File: src/rtl/spi_port_pkg.sv
package spi_port_pkg;

    localparam int BYTE_W = 8;
    localparam int ADDR_W = 2;

    typedef enum logic [ADDR_W-1:0] {
        RA_DATA = 2'd0,
        RA_CTRL = 2'd1,
        RA_STAT = 2'd2,
        RA_NONE = 2'd3
    } reg_addr_e;

    // Control word as stored; bit 0 is the LSB of the bus word.
    typedef struct packed {
        logic       sel_en;
        logic [1:0] rate;
        logic       late_smp;
        logic       out_lead;
        logic       cpol;
        logic       master;
    } ctrl_t;

    localparam int CTRL_W = $bits(ctrl_t);

    typedef struct packed {
        logic irq;
        logic wcol;
        logic full;
    } flags_t;

    // System cycles per serial half period for a rate code.
    function automatic int unsigned half_cycles(input logic [1:0] rate);
        return 32'd2 << (2 * rate);
    endfunction

endpackage

File: src/rtl/spi_sync.sv
module spi_sync #(
    parameter int           W    = 3,
    parameter logic [W-1:0] INIT = '0
) (
    input  logic         clk,
    input  logic         rst,
    input  logic [W-1:0] d,
    output logic [W-1:0] q
);

    for (genvar i = 0; i < W; i++) begin : g_bit
        logic meta_q;
        logic stab_q;
        always_ff @(posedge clk) begin
            if (rst) begin
                meta_q <= INIT[i];
                stab_q <= INIT[i];
            end else begin
                meta_q <= d[i];
                stab_q <= meta_q;
            end
        end
        assign q[i] = stab_q;
    end

endmodule

File: src/rtl/spi_clkgen.sv
module spi_clkgen
    import spi_port_pkg::*;
#(
    parameter int DIV_W = 8
) (
    input  logic       clk,
    input  logic       rst,
    input  logic       run,
    input  logic [1:0] rate,
    output logic       tick
);

    logic [DIV_W-1:0] cnt_q;
    logic [DIV_W-1:0] limit;

    assign limit = DIV_W'(half_cycles(rate) - 1);
    assign tick  = run && (cnt_q == limit);

    always_ff @(posedge clk) begin
        if (rst || !run) begin
            cnt_q <= '0;
        end else if (cnt_q == limit) begin
            cnt_q <= '0;
        end else begin
            cnt_q <= cnt_q + 1'b1;
        end
    end

endmodule

File: src/rtl/spi_shift.sv
module spi_shift #(
    parameter int DW = 8,
    parameter int CW = 5
) (
    input  logic          clk,
    input  logic          rst,
    input  logic          load,
    input  logic [DW-1:0] load_data,
    input  logic          abort,
    input  logic          tick,
    input  logic          out_lead,
    input  logic          late_smp,
    input  logic [CW-1:0] done_at,
    input  logic          sdi,
    output logic          sdo,
    output logic [CW-1:0] count,
    output logic          flip,
    output logic          done,
    output logic [DW-1:0] rx_word
);

    localparam int EDGES = 2 * DW;

    logic [DW-1:0] tx_q;
    logic [DW-1:0] rx_q;
    logic [CW-1:0] cnt_q;
    logic [CW-1:0] nxt;
    logic          do_shift;
    logic          do_sample;

    assign nxt = cnt_q + 1'b1;

    // Tick index nxt decides shift and sample from the phase offsets.
    always_comb begin
        int so;
        int ss;
        so        = int'(nxt) - int'(out_lead);
        ss        = so - int'(late_smp);
        do_shift  = tick && (so >= 2) && (so <= EDGES - 2) && ((so % 2) == 0);
        do_sample = tick && (ss >= 1) && (ss <= EDGES - 1) && ((ss % 2) == 1);
    end

    assign rx_word = do_sample ? {rx_q[DW-2:0], sdi} : rx_q;
    assign done    = tick && (nxt == done_at);
    assign flip    = tick && (int'(nxt) <= EDGES);
    assign sdo     = tx_q[DW-1];
    assign count   = cnt_q;

    always_ff @(posedge clk) begin
        if (rst) begin
            tx_q  <= '0;
            rx_q  <= '0;
            cnt_q <= '0;
        end else begin
            if (load) begin
                tx_q <= load_data;
            end else if (do_shift) begin
                tx_q <= {tx_q[DW-2:0], 1'b0};
            end
            rx_q <= rx_word;
            if (abort || load) begin
                cnt_q <= '0;
            end else if (tick) begin
                cnt_q <= done ? '0 : nxt;
            end
        end
    end

endmodule

File: src/rtl/spi_port.sv
module spi_port
    import spi_port_pkg::*;
#(
    parameter int DW = BYTE_W
) (
    input  logic              clk,
    input  logic              rst,
    input  logic              bus_wr,
    input  logic              bus_rd,
    input  logic [ADDR_W-1:0] bus_addr,
    input  logic [DW-1:0]     bus_wdata,
    output logic [DW-1:0]     bus_rdata,
    output logic              irq,
    output logic              sck_o,
    output logic              sck_oe,
    input  logic              sck_i,
    input  logic              ss_n_i,
    input  logic              sdi_i,
    output logic              sdo_o,
    output logic              sdo_oe
);

    localparam int EDGES = 2 * DW;
    localparam int CW    = $clog2(EDGES + 2);

    ctrl_t         ctrl_q;
    flags_t        flag_q;
    logic [DW-1:0] rxbuf_q;
    logic          run_q;
    logic          sck_q;
    logic          sck_prev_q;

    logic [2:0]    pins_s;
    logic          sck_s, ss_s, sdi_s;
    logic          sel_ok, slave_edge, div_tick, tick;
    logic          busy, cnt_nz, abort;
    logic          wr_data, rd_data, wr_ctrl, wr_stat, load, collide;
    logic          clr_wcol, clr_irq;
    logic          late_eff, sdi_eff, flip, done, sdo_w;
    logic [CW-1:0] done_at, count;
    logic [DW-1:0] rx_word;

    spi_sync #(.W(3), .INIT(3'b010)) u_sync (
        .clk (clk),
        .rst (rst),
        .d   ({sdi_i, ss_n_i, sck_i}),
        .q   (pins_s)
    );

    assign sck_s = pins_s[0];
    assign ss_s  = pins_s[1];
    assign sdi_s = pins_s[2];

    spi_clkgen u_clkgen (
        .clk  (clk),
        .rst  (rst),
        .run  (ctrl_q.master && run_q),
        .rate (ctrl_q.rate),
        .tick (div_tick)
    );

    // Slave edges count only while selected.
    assign sel_ok     = !ctrl_q.sel_en || !ss_s;
    assign slave_edge = !ctrl_q.master && sel_ok && (sck_s != sck_prev_q);
    assign tick       = ctrl_q.master ? div_tick : slave_edge;
    assign abort      = !ctrl_q.master && !sel_ok;

    assign cnt_nz = (count != '0);
    assign busy   = ctrl_q.master ? run_q : cnt_nz;

    assign wr_data  = bus_wr && (bus_addr == RA_DATA);
    assign wr_ctrl  = bus_wr && (bus_addr == RA_CTRL);
    assign wr_stat  = bus_wr && (bus_addr == RA_STAT);
    assign rd_data  = bus_rd && (bus_addr == RA_DATA);
    assign load     = wr_data && !busy;
    assign collide  = wr_data && busy;
    assign clr_wcol = wr_stat && bus_wdata[1];
    assign clr_irq  = wr_stat && bus_wdata[2];

    assign late_eff = ctrl_q.master && ctrl_q.late_smp;
    assign sdi_eff  = ctrl_q.master ? sdi_i : sdi_s;
    assign done_at  = CW'(EDGES) + CW'(ctrl_q.master && ctrl_q.out_lead && ctrl_q.late_smp);

    spi_shift #(.DW(DW), .CW(CW)) u_shift (
        .clk       (clk),
        .rst       (rst),
        .load      (load),
        .load_data (bus_wdata),
        .abort     (abort),
        .tick      (tick),
        .out_lead  (ctrl_q.out_lead),
        .late_smp  (late_eff),
        .done_at   (done_at),
        .sdi       (sdi_eff),
        .sdo       (sdo_w),
        .count     (count),
        .flip      (flip),
        .done      (done),
        .rx_word   (rx_word)
    );

    always_ff @(posedge clk) begin
        if (rst) begin
            ctrl_q     <= '0;
            run_q      <= 1'b0;
            sck_q      <= 1'b0;
            sck_prev_q <= 1'b0;
        end else begin
            sck_prev_q <= sck_s;
            if (wr_ctrl) begin
                ctrl_q <= ctrl_t'(bus_wdata[CTRL_W-1:0]);
            end
            if (!ctrl_q.master) begin
                run_q <= 1'b0;
            end else if (load) begin
                run_q <= 1'b1;
            end else if (done) begin
                run_q <= 1'b0;
            end
            if (!ctrl_q.master || !run_q) begin
                sck_q <= ctrl_q.cpol;
            end else if (flip) begin
                sck_q <= ~sck_q;
            end
        end
    end

    always_ff @(posedge clk) begin
        if (rst) begin
            flag_q  <= '0;
            rxbuf_q <= '0;
        end else begin
            if (done) begin
                rxbuf_q     <= rx_word;
                flag_q.full <= 1'b1;
            end else if (rd_data) begin
                flag_q.full <= 1'b0;
            end
            if (done) begin
                flag_q.irq <= 1'b1;
            end else if (clr_irq) begin
                flag_q.irq <= 1'b0;
            end
            if (collide) begin
                flag_q.wcol <= 1'b1;
            end else if (clr_wcol) begin
                flag_q.wcol <= 1'b0;
            end
        end
    end

    always_comb begin
        case (bus_addr)
            RA_DATA: bus_rdata = rxbuf_q;
            RA_CTRL: bus_rdata = {{(DW-CTRL_W){1'b0}}, ctrl_q};
            RA_STAT: bus_rdata = {{(DW-4){1'b0}}, busy, flag_q.irq, flag_q.wcol, flag_q.full};
            default: bus_rdata = '0;
        endcase
    end

    assign irq    = flag_q.irq;
    assign sck_o  = sck_q;
    assign sck_oe = ctrl_q.master;
    assign sdo_o  = sdo_w;
    assign sdo_oe = ctrl_q.master || sel_ok;

endmodule

File: config.mk
export PLATFORM = sky130hd
export DESIGN_NAME = spi_port
export DESIGN_NICKNAME = d
export VERILOG_FILES = /design/src/rtl/spi_port_pkg.sv /design/src/rtl/spi_sync.sv /design/src/rtl/spi_clkgen.sv /design/src/rtl/spi_shift.sv /design/src/rtl/spi_port.sv
export SDC_FILE = /design/constraint.sdc
export NUM_CORES = 1
export LEC_CHECK = 0
export BUFFER_PORTS_ARGS = -buffer_cell sky130_fd_sc_hd__clkbuf_2
export CAP_MARGIN = 5
export CORE_UTILIZATION = 30
export CTS_CLUSTER_SIZE = 12
export DETAILED_ROUTE_END_ITERATION = 7
export PLACE_DENSITY = 0.57
export SLEW_MARGIN = 20
export SYNTH_ARGS = -nofsm -noshare
export SYNTH_HDL_FRONTEND = slang
export SYNTH_SLANG_ARGS = --single-unit
File: constraint.sdc
create_clock -name clk -period 5.9 [get_ports clk]
set_input_delay 0.59 -clock clk [delete_from_list [all_inputs] [get_ports clk]]
set_output_delay 0.59 -clock clk [all_outputs]
set_load 0.1 [all_outputs]
==> impl_metrics.csv <==
group,metric,value,unit
status,run_status,"completed",
clock_tree,tritoncts.num_buffers,5,
layout,regArea,1121,um^2
global_routing,grt_use_met3,2.246,%
synthesis,synth.largest_area_cell,"sky130_fd_sc_hd__dfxtp_1",
layout,most_common_cell_after_layout_fill_and_taps_aside,"sky130_fd_sc_hd__dfxtp_1",
synthesis,synth_edf_count,0,
die,floorplan.io_pins,30,
power,report.power.total,690.1,uW
layout,nNetsFinal,427,
global_routing,number_of_global_route_vias_before_repair,2586,
timing,timing.final.max_slew_violations,0,
synthesis,yosys-top-cells-area,"sky130_fd_sc_hd__dfxtp_1 (35%), sky130_fd_sc_hd__ha_1 (6.7%), sky130_fd_sc_hd__nor2_1 (5.4%)",
die,initial_core_utilization,30.81,%
detailed_routing,drcViolationCount,0,
min_path,timing.hold.worst_path_depth,1,
synthesis,synth_seq_area_share,35.25,%
critical_path,critical_path.startpoint,"u_shift.count[0]",
clock_tree,post_cts.repair.setup_buffers,0,
clock_tree,ctsHoldBuffers,0,
layout,post_route_cells_drive_above_1_share,11.93,%
clock_tree,clkLatencyLatePin,320,ps
synthesis,dominantRegCellSynth,"sky130_fd_sc_hd__dfxtp_1",
power,max-vdd-ir-drop,82.92,uV
clock_tree,clkSlewWorstSetupHoldPaths,110,ps
detailed_routing,routed_wl,7786,um
layout,post-route-util,33.69,%
clock_tree,cts_tree,"done",
flow_run,cap_viol_max_count,0,
detailed_routing,vias,2797,
synthesis,yosys.cell_types.count,58,
die,die_area,11020,um^2
global_routing,grt_most_used_layer,"met2",
layout,fillers,1102,
clock_tree,cts_resized,0,
global_routing,grt_usage,14.42,%
timing,fmax,203.8,MHz
synthesis,synthesis.nets,415,
global_routing,grt_pass1_wl,12900,um
synthesis,synth.cell_area,3181,um^2
timing,layout_worst_path_cycle_share,83.18,%
die,rows,37,
timing,setup_total_negative_slack,0,ps
place,dp_worst_setup_slack,1003,ps
layout,most_frequent_cells_in_the_layout,"sky130_fd_sc_hd__dfxtp_1 (56), sky130_fd_sc_hd__nor2_1 (46), sky130_fd_sc_hd__clkbuf_2 (29)",
timing,timing_worst_slew_pin_value,843.9,ps
timing,final_critical_path_setup_slack,992.5,ps
critical_path,critical_path_data_arrival_time,5070,ps
critical_path,reg2reg_from,"u_shift.count[0]",
detailed_routing,antenna_violating_nets_post_route,0,
place,gpl.final_weighted_congestion,0.7840,
global_routing,antenna_found_initial,0,
layout,area_of_combinational_cells_with_multiple_inputs,1893,um^2
power,p_leak,0.001229,uW
synthesis,synth_warnings,0,
synthesis,synthCells,381,
synthesis,synthesis.area_per_instance,8.348,um^2
detailed_routing,number_of_drc_markers_in_iteration_0,132,
min_path,hold_class,"flip-flop to flip-flop",
layout,antenna_cells,0,
timing,final-hold-violation-count,0,
clock_tree,cts-root-to-sink-buffers,2,
power,power_density,198.4,nW/um^2
min_path,holdCritStartpoint,"u_sync.g_bit[1].meta_q",
critical_path,start_kind,"flip-flop",
detailed_routing,vias_per_cell,5.277,
clock_tree,clock-sinks,56,
global_routing,grt_use_met1,19.76,%
critical_path,worstSetupPathType,"flip-flop to flip-flop",
detailed_routing,drt-wirelength-per-cell,14.69,um
clock_tree,cts_max_level,2,
timing,slew-limit-headroom,42.28,%
timing,finalSetupViolations,0,
critical_path,worstRegToRegCells,17,
global_routing,grt_max_degree,44,
place,detailedPlacementHpwl,5740,um
detailed_routing,drt_first_pass_iters,4,
place,port-buffer-count,29,
timing,grt_setup_unrepaired,"no",
min_path,worst_hold_path.endpoint,"u_sync.g_bit[1].stab_q",
critical_path,r2r_slack,990,ps
layout,synthToLayoutAreaGrowth,9.363,%
synthesis,synth-seq-cells,56,
critical_path,worstPathRequired,6060,ps
synthesis,synthDominantCellAreaShare,35.25,%
timing,post-route-min-period,4907,ps
timing,worst_skew,12.28,ps
critical_path,regToRegEndpoint,"rxbuf_q[3]",
global_routing,use_met2,23.42,%
synthesis,asyncSetResetFlopFracSynth,0,%
critical_path,worstPathMaxFanout,12,
critical_path,end_kind,"flip-flop",
die,standard_cell_core_area,10320,um^2
die,die_height,105.0,um
global_routing,grt-ovfl-total,0,
clock_tree,root_buffer_selected_by_cts,"sky130_fd_sc_hd__clkbuf_8",
die,die-width,105.0,um
[report_power, final]
| group | internal (uW) | switching [uW] |
|---|---|---|
| sequential | 386 | 7.08 |
| clock | 84.9 | 130 |
| combinational | 25.7 | 56.1 |
| total | 497 | 193 |
[stage by stage]
| stage | instances | hold slack, ps | instance area (um^2) |
|---|---|---|---|
| floorplan | 381 | 389.5 | 3181 |
| global placement | 522 | 406.8 | 3390 |
| detailed placement | 522 | 400.7 | 3390 |
| CTS | 530 | 426.5 | 3478 |
| global route | 530 | 443.9 | 3478 |
| finish | 530 | 428.6 | 3478 |
[cells in the mapped netlist (all sizes together), types with 8 or more instances]
cell type / n
clkbuf: 15
xnor2: 15
nand3: 25
nand2: 25
dfxtp: 56
nor4: 11
a21oi: 23
nand4: 10
ha: 17
o21ai: 8
nor2: 46
inv: 14
o31ai: 10
a311oi: 8
buf: 10
[area by class of cell]
class / count / share of cell area [%]
clock buffer: 6 / 2.086
clock inverter: 2 / 0.4676
inverter: 14 / 1.511
multi-input combinational: 286 / 54.42
sequential: 56 / 32.23
tap: 136 / 4.892
timing repair buffer: 30 / 4.388
[state kept, by name, indices dropped and copies added, names as in the netlist]
signal and count:
u_sync.g_bit.stab_q 3, u_clkgen.cnt_q 8, u_shift.tx_q 8, sck_prev_q 1, sck_oe 1, u_shift.rx_q 8
ctrl_q 6, u_sync.g_bit.meta_q 3, rxbuf_q 8, flag_q 2, u_shift.count 5, run_q 1
irq 1, sck_o 1
[worst max-delay path by stage]
| stage | slack, ps | endpoint | cells after the start |
|---|---|---|---|
| 4_1_cts | 980 | rxbuf_q[5] | 17 |
| 3_5_place_dp | 1000 | rxbuf_q[5] | 17 |
| 6_report | 990 | rxbuf_q[3] | 17 |
| 5_1_grt | 520 | rxbuf_q[5] | 17 |
| 2_1_floorplan | 1230 | u_shift.rx_q[0] | 17 |
| 3_3_place_gp | 1170 | rxbuf_q[7] | 17 |
[per-layer routing]
layer	wire [um]	part of all wire, %
met5	0	0
met4	106	1.4
met3	235	3.0
met2	3524	45
met1	3920	50
[cells by family (layout without fill, tap and decap cells)]
family                     after synthesis  after routing  share of synthesized area [%]
buffers and inverters                   39             52                          5.232
muxes                                    7              7                          2.203
adders and majority gates               18             18                          7.002
AOI/OAI and AO/OA                       81             81                          18.76
and+or+nand+nor                        159            159                          25.53
DFF                                     56             56                          35.25
xor gates and xnor gates                21             21                          6.019
[worst max-delay path, stage by stage (launching register included)]
cell and delay (ps):
sky130_fd_sc_hd__dfxtp_1 450, sky130_fd_sc_hd__inv_1 130, sky130_fd_sc_hd__ha_1 360, sky130_fd_sc_hd__inv_1 110
sky130_fd_sc_hd__ha_1 240, sky130_fd_sc_hd__nand3_1 100, sky130_fd_sc_hd__o31ai_1 540, sky130_fd_sc_hd__xnor2_1 160
sky130_fd_sc_hd__nor3_1 210, sky130_fd_sc_hd__buf_4 210, sky130_fd_sc_hd__inv_1 70, sky130_fd_sc_hd__ha_1 260
sky130_fd_sc_hd__or4_1 510, sky130_fd_sc_hd__nor4_1 410, sky130_fd_sc_hd__o31ai_1 130, sky130_fd_sc_hd__a311o_1 420
sky130_fd_sc_hd__o31ai_1 320, sky130_fd_sc_hd__a311oi_1 150
Power figures use the tool's default switching activity.
